==> src/rtl/msieve_pkg.sv <==
package msieve_pkg;
  typedef enum logic [1:0] {
    SV_NEVER  = 2'd0,
    SV_BOUND  = 2'd1,
    SV_CYCLE  = 2'd2,
    SV_FACTOR = 2'd3
  } sv_stat_e;
endpackage

==> src/rtl/msieve_step.sv <==
// One step of r -> 2r-1 mod p; zero maps to p-1.
module msieve_step #(
  parameter int W = 32
) (
  input  logic [W-1:0] r,
  input  logic [W-1:0] p,
  output logic [W-1:0] nxt
);
  logic [W:0] dbl;
  logic       wrap;

  always_comb begin
    dbl  = {r, 1'b0} - {{W{1'b0}}, 1'b1};
    wrap = (dbl >= {1'b0, p});
    if (r == '0)
      nxt = p - {{(W-1){1'b0}}, 1'b1};
    else if (wrap)
      nxt = dbl[W-1:0] - p;  // true result is below p, fits W bits
    else
      nxt = dbl[W-1:0];
  end
endmodule

==> src/rtl/msieve_expcnt.sv <==
// Exponent counter, one bit wider than the bound so it can pass it.
module msieve_expcnt #(
  parameter int NW = 32
) (
  input  logic          clk,
  input  logic          rst_n,
  input  logic          load,
  input  logic          adv,
  input  logic [NW-1:0] bound_in,
  output logic [NW-1:0] n_lo,
  output logic          past_bound
);
  logic [NW:0]   n_q;
  logic [NW-1:0] bound_q;

  always_ff @(posedge clk or negedge rst_n) begin
    if (!rst_n) begin
      n_q     <= '0;
      bound_q <= '0;
    end else if (load) begin
      n_q     <= {{NW{1'b0}}, 1'b1};
      bound_q <= bound_in;
    end else if (adv) begin
      n_q <= n_q + 1'b1;
    end
  end

  assign n_lo       = n_q[NW-1:0];
  assign past_bound = (n_q > {1'b0, bound_q});
endmodule

==> src/rtl/msieve_engine.sv <==
module msieve_engine #(
  parameter int W  = 32,
  parameter int NW = 32
) (
  input  logic          clk,
  input  logic          rst_n,
  input  logic          in_valid,
  output logic          in_ready,
  input  logic [W-1:0]  in_p,
  input  logic [W-1:0]  in_r0,
  input  logic [NW-1:0] in_nmax,
  output logic          busy,
  output logic          done,
  output logic [1:0]    status,
  output logic          f1_hit,
  output logic [NW-1:0] f1,
  output logic [NW-1:0] period
);
  import msieve_pkg::*;

  logic          take;
  logic [W-1:0]  p_q, r0_q, r_q, r_nxt;
  logic [NW-1:0] n_cur;
  logic          over;
  sv_stat_e      st_q;

  assign in_ready = !busy;
  assign take     = in_valid && in_ready;

  msieve_step #(.W(W)) u_step (
    .r   (r_q),
    .p   (p_q),
    .nxt (r_nxt)
  );

  msieve_expcnt #(.NW(NW)) u_cnt (
    .clk        (clk),
    .rst_n      (rst_n),
    .load       (take),
    .adv        (busy),
    .bound_in   (in_nmax),
    .n_lo       (n_cur),
    .past_bound (over)
  );

  always_ff @(posedge clk or negedge rst_n) begin
    if (!rst_n) begin
      busy   <= 1'b0;
      done   <= 1'b0;
      p_q    <= '0;
      r0_q   <= '0;
      r_q    <= '0;
      st_q   <= SV_NEVER;
      f1_hit <= 1'b0;
      f1     <= '0;
      period <= '0;
    end else if (take) begin
      busy   <= 1'b1;
      done   <= 1'b0;
      p_q    <= in_p;
      r0_q   <= in_r0;
      r_q    <= in_r0;
      st_q   <= SV_NEVER;
      f1_hit <= 1'b0;
      f1     <= '0;
      period <= '0;
    end else if (busy) begin
      if (over) begin
        st_q <= SV_BOUND;
        busy <= 1'b0;
        done <= 1'b1;
      end else if (r_q == {{(W-1){1'b0}}, 1'b1}) begin
        // fixed point of 2r-1: p never divides
        st_q <= SV_NEVER;
        busy <= 1'b0;
        done <= 1'b1;
      end else begin
        if (r_q == '0 && !f1_hit) begin
          f1_hit <= 1'b1;
          f1     <= n_cur;
        end
        r_q <= r_nxt;
        if (r_nxt == r0_q) begin
          period <= n_cur;
          st_q   <= (f1_hit || r_q == '0) ? SV_FACTOR : SV_CYCLE;
          busy   <= 1'b0;
          done   <= 1'b1;
        end
      end
    end else begin
      done <= 1'b0;
    end
  end

  assign status = st_q;
endmodule

==> config.mk <==
export PLATFORM = sky130hd
export DESIGN_NAME = msieve_engine
export DESIGN_NICKNAME = d
export VERILOG_FILES = /design/src/rtl/msieve_pkg.sv /design/src/rtl/msieve_step.sv /design/src/rtl/msieve_expcnt.sv /design/src/rtl/msieve_engine.sv
export SDC_FILE = /design/constraint.sdc
export NUM_CORES = 1
export LEC_CHECK = 0
export BUFFER_PORTS_ARGS = -buffer_cell sky130_fd_sc_hd__buf_2
export CORE_UTILIZATION = 55
export CTS_CLUSTER_DIAMETER = 40
export DETAILED_ROUTE_END_ITERATION = 6
export PLACE_DENSITY_LB_ADDON = 0.12
export SLEW_MARGIN = 20
export SYNTH_ARGS = -nofsm -noshare
export SYNTH_HDL_FRONTEND = slang
export SYNTH_SLANG_ARGS = --single-unit
==> constraint.sdc <==
create_clock -name clk -period 6.9 [get_ports clk]
set_clock_uncertainty 0.2 [all_clocks]
set_input_delay 1.725 -clock clk [delete_from_list [all_inputs] [get_ports clk]]
set_output_delay 1.725 -clock clk [all_outputs]
set_load 0.05 [all_outputs]
==> flow_summary.json <==
{
  "post-synth-top-count-cell": "nand2_1",
  "cts_buffers": 37,
  "p_leak_nw": 8.38,
  "routedWlPerCell_um": 22.3,
  "cts.sinks": 230,
  "setup_violations": 0,
  "ys_types": 80,
  "yosys_register_bits": 230,
  "switching_share": 0.494,
  "fin_nets": 2163,
  "hold_violations": 0,
  "slew_headroom": 0.245,
  "ir_drop_uv": 279,
  "syn_nets": 2034,
  "htree_num_levels": 2,
  "antenna_left": 0,
  "topRoutingLayerUsed": "met4",
  "crit_fanout": 33,
  "worstSetupStartpointType": "flip-flop",
  "instances_no_fill": 2407,
  "ys_warn_count": 0,
  "hold_start": "r0_q[0]$_DFFE_PN0P_",
  "io_pins": 169,
  "finalCriticalPeriod_ns": 6.58,
  "num_vias": 15100,
  "netlist_instances": 1867,
  "routed_wl_um": 53800,
  "regArea_mm2": 0.00576,
  "grt_pass1_vias": 14400,
  "antenna_found_initial": 4,
  "period_share": 0.954,
  "synth_top_cell_by_area": "dfrtp_1",
  "seq_area_frac_synth": 0.367,
  "clkPwrFrac": 0.171,
  "vias_per_cell": 6.29,
  "layout_setup_ws_ns": 0.317,
  "tightestPinTransition_ns": 1.13,
  "power_frac_seq": 0.200,
  "rsz0062_at_grt": "false",
  "root_buffer": "clkbuf_16",
  "cp.arrival_ns": 6.82,
  "die_x_um": 171,
  "finalMaxSlewViolations": 0,
  "synth_common_cells": "nand2_1 (286), dfrtp_1 (230), o21ai_0 (153)",
  "routabilityCongestion": 1.02,
  "drive_above_1_share": 0.147,
  "grt_max_degree": 134,
  "r2r_cells": 20,
  "area_growth_syn_to_layout_pct": 16.5,
  "portBuffers": 168,
  "power.switching_mw": 5.77,
  "clk_pin_slew_worst_paths_ns": 0.06,
  "ys_top_cells_by_area": "dfrtp_1 (37%), nand2_1 (6.9%), ha_1 (5.4%), o21ai_0 (4.9%), xnor2_1 (4.5%)",
  "ff2ff_setup_slack_ns": 0.32,
  "hold_depth": 1,
  "drc_errors": 0,
  "core_area_mm2": 0.0279,
  "status": "completed",
  "timing.rr.end": "period[13]$_DFFE_PN0P_",
  "hp-class": "reg2reg",
  "pwr-share-comb": 0.629,
  "met3_wirelength_um": 4740,
  "synth_area_mm2": 0.0157,
  "fill_cells": 2415,
  "whs_endpoint": "r0_q[0]$_DFFE_PN0P_",
  "fmax_ghz": 0.152,
  "grt_pass1_wl_um": 82900,
  "dp_cells": 2335,
  "die_area_mm2": 0.0292,
  "track_usage": 0.373,
  "drt_iter0_drc": 1784,
  "r2r_start": "r_q[0]$_DFFE_PN0P_",
  "timing.setup.tns_ns": 0,
  "synth_ff_type": "dfrtp_1",
  "setup.worst_path.end_class": "flip-flop",
  "place_hpwl_um": 39300,
  "met1Wirelength_um": 22500,
  "first_pass_iters": 6,
  "p_per_area_mw_per_mm2": 640,
  "drv_cap": 0,
  "clockBufferDepth": 3,
  "cts_setup_buffers": 0,
  "worstPathRequired_ns": 7.14,
  "synth_edf_count": 0,
  "place_ws_ns": 0.197,
  "p_int_mw": 5.91,
  "syn_avg_cell_area_um2": 8.39,
  "num_rows": 61,
  "insertion_delay_ns": 0.54,
  "tritoncts": "built",
  "dr_wl_met2_um": 24600,
  "multiInputGateArea_mm2": 0.00917,
  "start_util": 0.561,
  "die_y_um": 171,
  "async_reset_ff_frac": 1.00,
  "synth_top_area_frac": 0.367,
  "grt_overflow_total": 0,
  "setup.worst_path.class": "reg2reg"
}
-- through the flow --
stage	power [mW]	area (µm²)	hold WS, ns	util
floorplan	7.14	15700	0.250	-
global placement	9.34	16900	0.280	0.604
detailed placement	9.34	16900	0.281	0.604
CTS	11.4	18200	0.299	0.652
global route	12.3	18200	0.343	0.653
finish	11.7	18300	0.296	0.653
-- sequential cells by signal (all words and copies together), names as in the netlist --
name	cells
period	32
status	2
p_q	32
f1_hit	1
f1	32
busy	1
u_cnt.bound_q	32
done	1
u_cnt.n_q	33
r_q	32
r0_q	32
-- power groups by stage --
stage	Clock, mW	Sequential [mW]	Combinational, mW
floorplan	0	2.14	5.00
global placement	0	2.31	7.02
detailed placement	0	2.32	7.01
CTS	2.02	2.31	7.11
global route	2.08	2.38	7.86
finish	2.00	2.34	7.35
-- placed cells by master, fill, tap and decap left out, types with 30 or more instances in the layout --
| cell type | netlist | routed |
|---|---|---|
| nand2_1 | 286 | 285 |
| inv_1 | 100 | 100 |
| a221o_1 | 30 | 30 |
| xor2_1 | 43 | 42 |
| buf_2 | 5 | 167 |
| nand4_1 | 30 | 30 |
| ha_1 | 68 | 68 |
| o21ai_0 | 153 | 153 |
| a211oi_1 | 43 | 43 |
| xnor2_1 | 80 | 80 |
| clkbuf_16 | 0 | 38 |
| a21oi_1 | 95 | 94 |
| nor2_1 | 102 | 100 |
| mux2i_1 | 49 | 49 |
| nand3_1 | 106 | 106 |
| dfrtp_1 | 230 | 230 |
-- final cells by class --
cell class	count	share of cell area
clock buffer	46	0.0559
antenna	4	0.000548
tap	378	0.0259
inverter	100	0.0206
timing repair buffer	198	0.0617
multi-input combinational	1429	0.502
clock inverter	22	0.0177
sequential	230	0.315
-- cells by family after synthesis --
logic type / share of synthesized area
AND/OR/NAND/NOR: 0.220
AO/OA/AOI/OAI: 0.199
flip-flops: 0.367
buffers and inverters: 0.0517
XOR/XNOR: 0.0756
adder cells (fa/ha/maj): 0.0543
multiplexers: 0.0320
-- how the worst max path moves through the flow --
stage / startpoint / end / slack (ns)
6_report: r_q[0]$_DFFE_PN0P_ / period[13]$_DFFE_PN0P_ / 0.32
5_1_grt: r_q[2]$_DFFE_PN0P_ / period[13]$_DFFE_PN0P_ / 0.03
4_1_cts: r_q[2]$_DFFE_PN0P_ / period[13]$_DFFE_PN0P_ / 0.16
3_5_place_dp: r_q[2]$_DFFE_PN0P_ / period[13]$_DFFE_PN0P_ / 0.20
3_3_place_gp: r_q[2]$_DFFE_PN0P_ / period[3]$_DFFE_PN0P_ / 0.34
2_1_floorplan: r_q[15]$_DFFE_PN0P_ / period[10]$_DFFE_PN0P_ / 1.13
-- critical path: stages (launching register included) --
cell     delay, ns
dfrtp_1       0.47
or4_1         0.61
or2_2         0.41
nor2_1        0.18
nor4b_1       0.36
xnor2_1       0.30
inv_1         0.10
ha_1          0.50
nand3_1       0.27
nor4_2        0.45
and4_1        0.27
a211o_1       0.28
nor3_4        0.10
buf_4         0.24
or3b_1        0.44
nand3_1       0.12
nand4_1       0.15
nor4_4        0.35
nand4_4       0.16
buf_12        0.28
mux2i_1       0.22
-- layer usage --
| layer | vias to the layer above | GRT usage |
|---|---|---|
| met2 | 769 | 0.601 |
| li1 | 7003 | - |
| met5 | - | 0 |
| met4 | 0 | 0.134 |
| met3 | 136 | 0.0678 |
| met1 | 7235 | 0.500 |
-- repair_timing --
action                                 in CTS  in global routing
setup endpoints to repair                   0                 36
resized for setup                           0                  7
hold buffers                                0                  0
endpoints found under the hold margin       0                  0
Power figures use the tool's default switching activity.
